$ cat config.mk
export PLATFORM = sky130hd
export DESIGN_NAME = dual_link_pixel_router
export DESIGN_NICKNAME = d
export VERILOG_FILES = /design/src/rtl/pixroute_pkg.sv /design/src/rtl/pixroute_ctrl.sv /design/src/rtl/pixroute_data.sv /design/src/rtl/dual_link_pixel_router.sv
export SDC_FILE = /design/constraint.sdc
export NUM_CORES = 1
export LEC_CHECK = 0
export ABC_AREA = 1
export CAP_MARGIN = 30
export CORE_UTILIZATION = 44
export CTS_BUF_LIST = sky130_fd_sc_hd__clkbuf_16
export CTS_CLUSTER_DIAMETER = 60
export DETAILED_ROUTE_END_ITERATION = 8
export MAX_ROUTING_LAYER = met4
export PLACE_DENSITY = 0.76
export SLEW_MARGIN = 5
export SYNTH_ARGS = -nofsm -noshare
export SYNTH_HDL_FRONTEND = slang
export SYNTH_HIERARCHICAL = 1
export SYNTH_SLANG_ARGS = --single-unit
export TNS_END_PERCENT = 1
$ cat constraint.sdc
create_clock -name clk -period 1.2 [get_ports clk]
set_input_delay 0.24 -clock clk [delete_from_list [all_inputs] [get_ports clk]]
set_output_delay 0.24 -clock clk [all_outputs]
set_load 0.05 [all_outputs]
$ cat src/rtl/pixroute_pkg.sv
package pixroute_pkg;

  typedef enum logic [1:0] {
    RT_SINGLE   = 2'd0,
    RT_SPLIT    = 2'd1,
    RT_COPY     = 2'd2,
    RT_BOTHEDGE = 2'd3
  } routeMode_e;

  // strobes from control to datapath
  typedef struct packed {
    routeMode_e mode;
    logic       takeFall;
    logic       firstSlot;
    logic       emitPair;
    logic       linkOn;
  } routeStrobe_t;

  function automatic routeMode_e decodeMode(input logic modeSel, input logic ddrN);
    routeMode_e m;
    case ({modeSel, ddrN})
      2'b11:   m = RT_SINGLE;
      2'b01:   m = RT_SPLIT;
      2'b10:   m = RT_COPY;
      default: m = RT_BOTHEDGE;
    endcase
    return m;
  endfunction

endpackage

$ cat src/rtl/pixroute_ctrl.sv
module pixroute_ctrl
  import pixroute_pkg::*;
(
  input  logic         clk,
  input  logic         rstN,
  input  logic         modeSel,
  input  logic         ddrN,
  input  logic         edgeRise,
  input  logic         pwrOn,
  input  logic         outEn,
  input  logic         deOnRise,
  input  logic         deOnFall,
  output routeStrobe_t strobe,
  output logic         deErr
);

  routeMode_e mode;
  logic isSplit;
  logic deNow, prevDe, deUp;
  logic lastFirst, firstSlot;
  logic highOdd, periodOdd, seenRise;
  logic oddHigh, oddPeriod;

  assign mode      = decodeMode(modeSel, ddrN);
  assign isSplit   = (mode == RT_SPLIT);
  assign deNow     = edgeRise ? deOnRise : deOnFall;
  assign deUp      = deNow && !prevDe;
  assign firstSlot = deUp || !lastFirst;

  assign oddHigh   = isSplit && prevDe && !deNow && highOdd;
  assign oddPeriod = isSplit && deUp && seenRise && periodOdd;

  always_comb begin
    strobe.mode      = mode;
    strobe.takeFall  = !edgeRise;
    strobe.firstSlot = isSplit && firstSlot;
    strobe.emitPair  = isSplit && !firstSlot;
    strobe.linkOn    = pwrOn && outEn;
  end

  always_ff @(posedge clk or negedge rstN) begin
    if (!rstN) begin
      prevDe    <= 1'b0;
      lastFirst <= 1'b0;
      highOdd   <= 1'b0;
      periodOdd <= 1'b0;
      seenRise  <= 1'b0;
      deErr     <= 1'b0;
    end else begin
      prevDe    <= deNow;
      lastFirst <= isSplit ? firstSlot : 1'b0;
      seenRise  <= isSplit && (deUp || seenRise);
      if (deUp) begin
        highOdd   <= 1'b1;
        periodOdd <= 1'b1;
      end else begin
        if (deNow) highOdd <= !highOdd;
        periodOdd <= !periodOdd;
      end
      deErr <= deErr || oddHigh || oddPeriod;
    end
  end


  pair_spacing_chk: assert property (@(posedge clk) disable iff (!rstN)
    strobe.emitPair |=> !strobe.emitPair);


  err_sticky_chk: assert property (@(posedge clk) disable iff (!rstN)
    deErr |=> deErr);

endmodule

$ cat src/rtl/pixroute_data.sv
module pixroute_data
  import pixroute_pkg::*;
#(
  parameter int PIX_W = 27
)(
  input  logic             clk,
  input  logic             rstN,
  input  routeStrobe_t     strobe,
  input  logic [PIX_W-1:0] pixOnRise,
  input  logic [PIX_W-1:0] pixOnFall,
  output logic [PIX_W-1:0] ch1Pix,
  output logic             ch1Valid,
  output logic [PIX_W-1:0] ch2Pix,
  output logic             ch2Valid,
  output logic             ch1En,
  output logic             ch2En,
  output logic             halfRate
);

  localparam int LANES = 2;

  logic [PIX_W-1:0] pixSel, pixOther, holdPix;
  logic [PIX_W-1:0] pixNxt   [LANES];
  logic [PIX_W-1:0] lanePix  [LANES];
  logic             valNxt   [LANES];
  logic             laneVal  [LANES];
  logic             enNxt    [LANES];
  logic             laneEn   [LANES];
  logic             halfNxt;

  assign pixSel   = strobe.takeFall ? pixOnFall : pixOnRise;
  assign pixOther = strobe.takeFall ? pixOnRise : pixOnFall;

  always_ff @(posedge clk or negedge rstN) begin
    if (!rstN)                 holdPix <= '0;
    else if (strobe.firstSlot) holdPix <= pixSel;
  end

  always_comb begin
    pixNxt[0] = pixSel;
    pixNxt[1] = '0;
    valNxt[0] = 1'b1;
    valNxt[1] = 1'b0;
    enNxt[0]  = 1'b1;
    enNxt[1]  = 1'b0;
    halfNxt   = 1'b0;
    case (strobe.mode)
      RT_SPLIT: begin
        pixNxt[0] = holdPix;
        pixNxt[1] = pixSel;
        valNxt[0] = strobe.emitPair;
        valNxt[1] = strobe.emitPair;
        enNxt[1]  = 1'b1;
        halfNxt   = 1'b1;
      end
      RT_COPY: begin
        pixNxt[1] = pixSel;
        valNxt[1] = 1'b1;
        enNxt[1]  = 1'b1;
      end
      RT_BOTHEDGE: begin
        pixNxt[1] = pixOther;
        valNxt[1] = 1'b1;
        enNxt[1]  = 1'b1;
      end
      default: ;
    endcase
    if (!strobe.linkOn) begin
      valNxt[0] = 1'b0;
      valNxt[1] = 1'b0;
      enNxt[0]  = 1'b0;
      enNxt[1]  = 1'b0;
      halfNxt   = 1'b0;
    end
  end

  for (genvar i = 0; i < LANES; i++) begin : g_lane
    always_ff @(posedge clk or negedge rstN) begin
      if (!rstN) begin
        lanePix[i] <= '0;
        laneVal[i] <= 1'b0;
        laneEn[i]  <= 1'b0;
      end else begin
        lanePix[i] <= pixNxt[i];
        laneVal[i] <= valNxt[i];
        laneEn[i]  <= enNxt[i];
      end
    end
  end

  always_ff @(posedge clk or negedge rstN) begin
    if (!rstN) halfRate <= 1'b0;
    else       halfRate <= halfNxt;
  end

  assign ch1Pix   = lanePix[0];
  assign ch2Pix   = lanePix[1];
  assign ch1Valid = laneVal[0];
  assign ch2Valid = laneVal[1];
  assign ch1En    = laneEn[0];
  assign ch2En    = laneEn[1];


  link_off_chk: assert property (@(posedge clk) disable iff (!rstN)
    !strobe.linkOn |=> (!ch1Valid && !ch2Valid && !ch1En && !ch2En));


  lane2_enabled_chk: assert property (@(posedge clk) disable iff (!rstN)
    ch2Valid |-> ch2En);


  pair_together_chk: assert property (@(posedge clk) disable iff (!rstN)
    halfRate |-> (ch1Valid == ch2Valid));

endmodule

$ cat src/rtl/dual_link_pixel_router.sv
module dual_link_pixel_router
  import pixroute_pkg::*;
#(
  parameter int PIX_W = 27
)(
  input  logic             clk,
  input  logic             rstN,
  input  logic [PIX_W-1:0] pixOnRise,
  input  logic [PIX_W-1:0] pixOnFall,
  input  logic             modeSel,
  input  logic             ddrN,
  input  logic             edgeRise,
  input  logic             pwrOn,
  input  logic             outEn,
  output logic [PIX_W-1:0] ch1Pix,
  output logic             ch1Valid,
  output logic [PIX_W-1:0] ch2Pix,
  output logic             ch2Valid,
  output logic             ch1En,
  output logic             ch2En,
  output logic             halfRate,
  output logic             deErr
);

  localparam int DE_BIT = PIX_W - 1;

  routeStrobe_t strobe;

  pixroute_ctrl u_ctrl (
    .clk      (clk),
    .rstN     (rstN),
    .modeSel  (modeSel),
    .ddrN     (ddrN),
    .edgeRise (edgeRise),
    .pwrOn    (pwrOn),
    .outEn    (outEn),
    .deOnRise (pixOnRise[DE_BIT]),
    .deOnFall (pixOnFall[DE_BIT]),
    .strobe   (strobe),
    .deErr    (deErr)
  );

  pixroute_data #(.PIX_W(PIX_W)) u_data (
    .clk       (clk),
    .rstN      (rstN),
    .strobe    (strobe),
    .pixOnRise (pixOnRise),
    .pixOnFall (pixOnFall),
    .ch1Pix    (ch1Pix),
    .ch1Valid  (ch1Valid),
    .ch2Pix    (ch2Pix),
    .ch2Valid  (ch2Valid),
    .ch1En     (ch1En),
    .ch2En     (ch2En),
    .halfRate  (halfRate)
  );

endmodule

==> impl_metrics.yaml, run 1 <==
outcome:
  status: "completed"
timing:
  setup_violations: 0
  rsz0062_at_grt: "true"
  timing.hold.ws_ps: 429
  finClkSkew_ps: 7.97
  slew_headroom: 0.747
  fin_crit_ps: 1200
  worstMarginPinSlew_ps: 379
  period_share: 0.997
  final-max-slew-violation-count: 0
  finalHoldViolCount: 0
  fmax_mhz: 836
  setup_slack_ps: 4.17
pwr:
  switchingPower_mw: 2.96
  pwr-share-clk: 0.264
  power_switching_share: 0.321
  seqPwrFrac: 0.409
  leakagePower_nw: 3.44
  combinationalPowerShare: 0.327
  intPower_mw: 6.26
  p_per_area_mw_per_mm2: 1320
  vdd_ir_drop_max_mv: 0.911
  power.total_mw: 9.23
floorplanning:
  die_height_um: 102
  pin_count: 121
  num_rows: 35
  dieArea_mm2: 0.0103
  die_w_um: 102
  core_area_mm2: 0.00942
  start_util: 0.463
worst_setup_path:
  r2r_slack_ps: 4
  crit_slowest_cell: "dfrtp_1"
  crit_family: "flip-flops"
  critPathMaxFanout: 30
  worstSetupPathType: "reg2reg"
  startpoint: "u_ctrl/prevDe$_DFF_PN0_"
  cp_cell_sequence: "inv_2 > nand2_4 > a21oi_4 > inv_2 > buf_12 > nand2_1 > o21ai_1"
  cpPeakStageDelay_ps: 390
  r2r_start: "u_ctrl/prevDe$_DFF_PN0_"
  worstPathArrival_ps: 1400
  cpMostUsedCell: "inv_2"
  critPathBufInv: 3
  start_kind: "flop"
  worst_setup_path_end_kind: "flop"
  crit_required_ps: 1400
global_route:
  grt_antenna_before_repair: 0
  gr-usage-all-layers: 0.253
  grt_pass1_wl_mm: 19.4
  grt_pass1_vias: 4247
  grt_max_degree: 69
  grt-ovfl-total: 0
hold_path:
  hp-class: "in2reg"
  holdCritStartpoint: "modeSel"
routing:
  num_vias: 4196
  first_pass_iters: 6
  drtIter0Drc: 270
  drtAntennaViolNets: 0
  vias_per_cell: 5.15
  drcViolationCount: 0
  routed_wl_mm: 12.3
  wl_per_cell_um: 15.2
placement:
  detailed_place_hpwl_mm: 7.97
  io_buffers: 120
  preCtsSetupSlack_ps: -502
  place_congestion: 0.822
flow_run:
  drv.max_cap_violation_count: 0
final_layout:
  antenna_cells: 0
  nets: 750
  final_common_cell: "nand2_1"
  layout.cells.most_common_list: "nand2_1 (194), dfrtp_1 (92), buf_12 (68)"
  area_growth_pct: 59.9
  nFillCells: 656
  drive_gt1_frac: 0.212
clock_tree:
  clk_path_buf_depth: 2
  cts.sinks: 92
  cts_tree: "done"
  clk_pin_slew_ps: 60
  numCtsBuffers: 9
  htreeDepth: 3
  root_buffer: "clkbuf_16"
  clock_latency_ps: 320
synth:
  synth_nets: 617
  synthCells: 550
  yosysSeqAreaShare: 0.528
  yosys_register_bits: 92
  ys_warn_count: 6
  synth.distinct_cells: 21
  avgSynthCellArea_um2: 7.93
  syn_area_mm2: 0.00436
==> path summary, 6_finish.rpt <==
path	to	depth (start not counted)
hold / removal	u_ctrl/lastFirst$_DFF_PN0_	4
setup reg to reg	u_data/holdPix[5]$_DFFE_PN0P_	7
max in group asynchronous	u_data/ch1Pix[26]$_DFF_PN0_	3
min in group asynchronous	u_data/ch1Pix[18]$_DFF_PN0_	3
setup / recovery	u_data/holdPix[5]$_DFFE_PN0P_	7
hold reg to reg	u_ctrl/periodOdd$_DFF_PN0_	1
==> worst reg2reg max path: cells and delay by family (launching register included) <==
kind / cells / cell delay, ps
AO/OA/AOI/OAI: 2 / 210
AND/OR/NAND/NOR: 2 / 130
flip-flops: 1 / 390
buffers and inverters: 3 / 340
==> what timing repair did <==
item                       4_1_cts  5_1_grt
gates cloned                     5        0
setup buffers                    1        0
hold buffers                     1        0
resized for setup               27       19
setup endpoints to repair       82       39
hold endpoints to repair        92        0
pin swaps                        2        2
==> stage by stage <==
stage,TNS [ps],std cells,utilization,cell area [um^2]
floorplan,-522,550,-,4370
global placement,-34830,794,0.684,6440
detailed placement,-39780,794,0.684,6440
CTS,0,814,0.733,6900
global route,-794,814,0.740,6970
finish,0,814,0.740,6970
==> sequential cells by signal, summed over array words and instances, names as in the netlist <==
| register | cells |
|---|---|
| u_ctrl/deErr | 1 |
| u_ctrl/seenRise | 1 |
| u_ctrl/periodOdd | 1 |
| u_ctrl/lastFirst | 1 |
| u_data/ch2Pix | 27 |
| u_data/halfRate | 1 |
| u_ctrl/prevDe | 1 |
| u_data/ch1En | 1 |
| u_data/ch2Valid | 1 |
| u_data/ch1Valid | 1 |
| u_data/ch1Pix | 27 |
| u_ctrl/highOdd | 1 |
| u_data/holdPix | 27 |
| u_data/ch2En | 1 |
==> synth_stat cells <==
library cell / n / share of area
inv_1: 69 / 0.059
a21oi_1: 31 / 0.036
nand2_1: 197 / 0.17
nand4_1: 1 / 0.0014
ha_1: 6 / 0.017
nand2_2: 2 / 0.0029
nand2_4: 3 / 0.0077
inv_4: 1 / 0.0014
o21ai_1: 50 / 0.057
clkbuf_1: 8 / 0.0069
o21ai_0: 6 / 0.0069
nand3_2: 1 / 0.0023
buf_6: 6 / 0.015
buf_1: 1 / 0.00086
buf_2: 16 / 0.018
nand3_1: 54 / 0.062
nor2_2: 1 / 0.0014
nor2_1: 2 / 0.0017
or2_2: 1 / 0.0014
inv_2: 2 / 0.0017
dfrtp_1: 92 / 0.53
==> per-layer routing <==
layer | global-route usage | share of wire | vias up
met4 | 0.107 | 0.031 | 0
li1 | - | - | 1980
met3 | 0.0469 | 0.060 | 34
met2 | 0.442 | 0.51 | 185
met1 | 0.283 | 0.40 | 1997
met5 | - | 0 | -
==> power by group through the flow <==
stage                     clock network [mW]  registers [mW]  logic (mW)
after detailed placement                   0            3.81        2.84
after floorplan                            0            4.40       0.717
final                                   2.44            3.77        3.02
after CTS                               2.48            3.77        2.97
after global routing                    2.61            3.80        3.19
after global placement                     0            3.80        2.77
==> cells by family after synthesis <==
kind of cell,Yosys count,synth area share
AOI/OAI and AO/OA,87,0.0999
buffers and inverters,103,0.104
DFF,92,0.528
adders and majority gates,6,0.0172
and+or+nand+nor,262,0.251
==> layout make-up <==
cell class	instances	area (um^2)	area share
clock buffers	9	225	0.0323
clock inverters	4	21.3	0.00305
inverters	72	278	0.0398
multi-input cells	355	1720	0.247
flip-flops and latches	92	2300	0.330
well taps	129	161	0.0232
repair buffers	153	2260	0.324
Power figures use the tool's default switching activity.
==> run 2: changes to the inputs <==
SLEW_MARGIN = default   (was 5)
==> results of run 2 <==
The final DEF is identical to that of run 1; final timing and power are the same.
==> run 3: changes to the inputs <==
CORE_UTILIZATION = 43   (was 44)
PLACE_DENSITY = 0.75   (was 0.76)
SYNTH_HIERARCHICAL = default   (was 1)
==> run 3 against run 2 <==
  * Total power up 2.7%
  * Critical path depth decreased by 1
  * Sequential cell count did not move
  * Critical endpoint is now u_data.holdPix[14]$_DFFE_PN0P_
==> impl_metrics.yaml, run 3 <==
pwr:
  power_switching_share: 0.317
  vdd_ir_drop_max_mv: 0.901
  seqPwrFrac: 0.395
  switchingPower_mw: 3.01
  leakagePower_nw: 3.42
  pwr-share-clk: 0.289
  power.total_mw: 9.48
  p_per_area_mw_per_mm2: 1350
  intPower_mw: 6.47
  combinationalPowerShare: 0.315
synth:
  yosysTopAreaCellShare: 0.536
  yosys.area.top_type: "dfrtp_1"
  synth.most_common_cell: "nand2_1"
  synthCells: 515
  avgSynthCellArea_um2: 8.34
  synth_area_leaders: "dfrtp_1 (54%), nand2_1 (20%), o211ai_1 (4.7%)"
  synth_edf_count: 0
  synth.distinct_cells: 21
  ys_warn_count: 0
  yosysSeqAreaShare: 0.536
  post_synth_most_frequent_cells: "nand2_1 (224), dfrtp_1 (92), inv_1 (36)"
  synthFlopType: "dfrtp_1"
  syn_area_mm2: 0.00430
  synth_nets: 581
  yosys_register_bits: 92
  async_flop_share: 1.00
hold_path:
  hold_path_end: "u_data.ch2En$_DFF_PN0_"
  hp-class: "in2reg"
  hold_depth: 3
  holdCritStartpoint: "ddrN"
routing:
  drtIter0Drc: 269
  drcViolationCount: 0
  vias_per_cell: 5.28
  first_pass_iters: 5
  drtAntennaViolNets: 0
  num_vias: 4164
  wl_per_cell_um: 16.8
  routed_wl_mm: 13.3
clock_tree:
  cts.sinks: 92
  cts_tree: "done"
  htreeDepth: 3
  clk_pin_slew_ps: 60
  clock_latency_ps: 340
  clk_path_buf_depth: 2
  numCtsBuffers: 9
  root_buffer: "clkbuf_16"
worst_setup_path:
  worst_setup_path_end_kind: "flop"
  crit_family: "simple AND/OR/NAND/NOR gates"
  cpMostUsedCell: "nand2_1"
  startpoint: "u_ctrl.prevDe$_DFF_PN0_"
  cp_cell_sequence: "inv_1 > nand3_4 > nand2_8 > nand2_4 > nand2_1 > nand2_1"
  critPathMaxFanout: 14
  r2r_slack_ps: 4
  r2r_end: "u_data.holdPix[14]$_DFFE_PN0P_"
  crit_slowest_cell: "dfrtp_1"
  critPathBufInv: 1
  crit_required_ps: 1430
  cpPeakStageDelay_ps: 400
  start_kind: "flop"
  worstPathArrival_ps: 1420
  worstSetupPathType: "reg2reg"
  r2r_start: "u_ctrl.prevDe$_DFF_PN0_"
  ff2ff_path_depth: 6
floorplanning:
  dieArea_mm2: 0.0104
  num_rows: 36
  start_util: 0.442
  core_area_mm2: 0.00973
  pin_count: 121
  die_w_um: 102
  die_height_um: 102
timing:
  finClkSkew_ps: 7.38
  period_share: 0.997
  slew_headroom: 0.794
  setup_violations: 0
  final-max-slew-violation-count: 0
  rsz0062_at_grt: "true"
  fmax_mhz: 836
  worstMarginPinSlew_ps: 307
  fin_tns_setup_ps: 0
  finalHoldViolCount: 0
  fin_crit_ps: 1200
global_route:
  grt_antenna_before_repair: 0
  grt_pass1_vias: 4106
  grt_max_degree: 49
  gr-usage-all-layers: 0.268
  grt_pass1_wl_mm: 20.4
  grt-ovfl-total: 0
final_layout:
  drive_gt1_frac: 0.205
  nets: 716
  layout.cells.most_common_list: "nand2_1 (221), dfrtp_1 (92), buf_12 (74)"
  antenna_cells: 0
  area_growth_pct: 62.9
  final_common_cell: "nand2_1"
outcome:
  status: "completed"
placement:
  detailed_place_hpwl_mm: 7.91
  place_congestion: 0.810
  io_buffers: 120
flow_run:
  drv.max_cap_violation_count: 0
## run 3: final cells by class
type                    instances  area (um^2)
inverters                      38          145
fillers                       678         2730
flip-flops and latches         92         2300
clock buffers                   9          225
well taps                     133          166
clock inverters                 7         58.8
repair buffers                156         2380
multi-input cells             353         1720
## run 3: power by group through the flow
stage	combinational [mW]	sequential [mW]	clock, mW
after global routing	3.16	3.78	2.91
final	2.99	3.75	2.74
after floorplan	0.674	4.35	0
after CTS	2.94	3.74	2.76
after global placement	2.68	3.78	0
after detailed placement	2.74	3.79	0
## run 3: per-stage QoR
| stage | utilization | instances | setup WS [ps] | instance area [um^2] | hold WS [ps] |
|---|---|---|---|---|---|
| detailed placement | 0.656 | 760 | -486 | 6390 | 253 |
| floorplan | - | 515 | -36.9 | 4300 | -55.6 |
| global route | 0.720 | 788 | -49.4 | 7000 | 413 |
| global placement | 0.656 | 760 | -437 | 6390 | 250 |
| finish | 0.720 | 788 | 3.66 | 7000 | 382 |
| CTS | 0.712 | 785 | 14.6 | 6930 | 412 |
## run 3: layer usage
metal | track usage | up-vias | wire (um)
li1 | - | 1920 | -
met1 | 0.317 | 2006 | 5130
met2 | 0.445 | 206 | 6770
met3 | 0.0438 | 32 | 996
met4 | 0.131 | 0 | 367
met5 | - | - | 0
## run 3: timing repair
action / in CTS / in global routing
setup endpoints to repair: 86 / 39
cloned: 5 / 2
pin swaps: 1 / 3
buffers inserted: 3 / 1
hold endpoints to repair: 92 / 0
resized for setup: 18 / 11
hold buffers: 1 / 0
## run 3: worst reg2reg max path: cells and delay by family, from the launching register on
family | cells | cell delay [ps]
buffers and inverters | 1 | 140
flip-flops | 1 | 400
AND/OR/NAND/NOR | 5 | 550
## run 3: worst max path at each step
stage          depth (start not counted)                        endpoint
6_report                               6  u_data.holdPix[14]$_DFFE_PN0P_
2_1_floorplan                          7     u_data.ch1Pix[10]$_DFF_PN0_
5_1_grt                                6  u_data.holdPix[15]$_DFFE_PN0P_
3_3_place_gp                           6       u_data.ch2Valid$_DFF_PN0_
3_5_place_dp                           6       u_data.ch2Valid$_DFF_PN0_
4_1_cts                                8  u_data.holdPix[25]$_DFFE_PN0P_
## run 3: cell families after synthesis
group / count (synthesis) / synth area share
AO/OA/AOI/OAI: 85 / 0.115
adder cells (fa/ha/maj): 5 / 0.0146
buffers and inverters: 71 / 0.0836
flip-flops: 92 / 0.536
AND/OR/NAND/NOR: 262 / 0.251
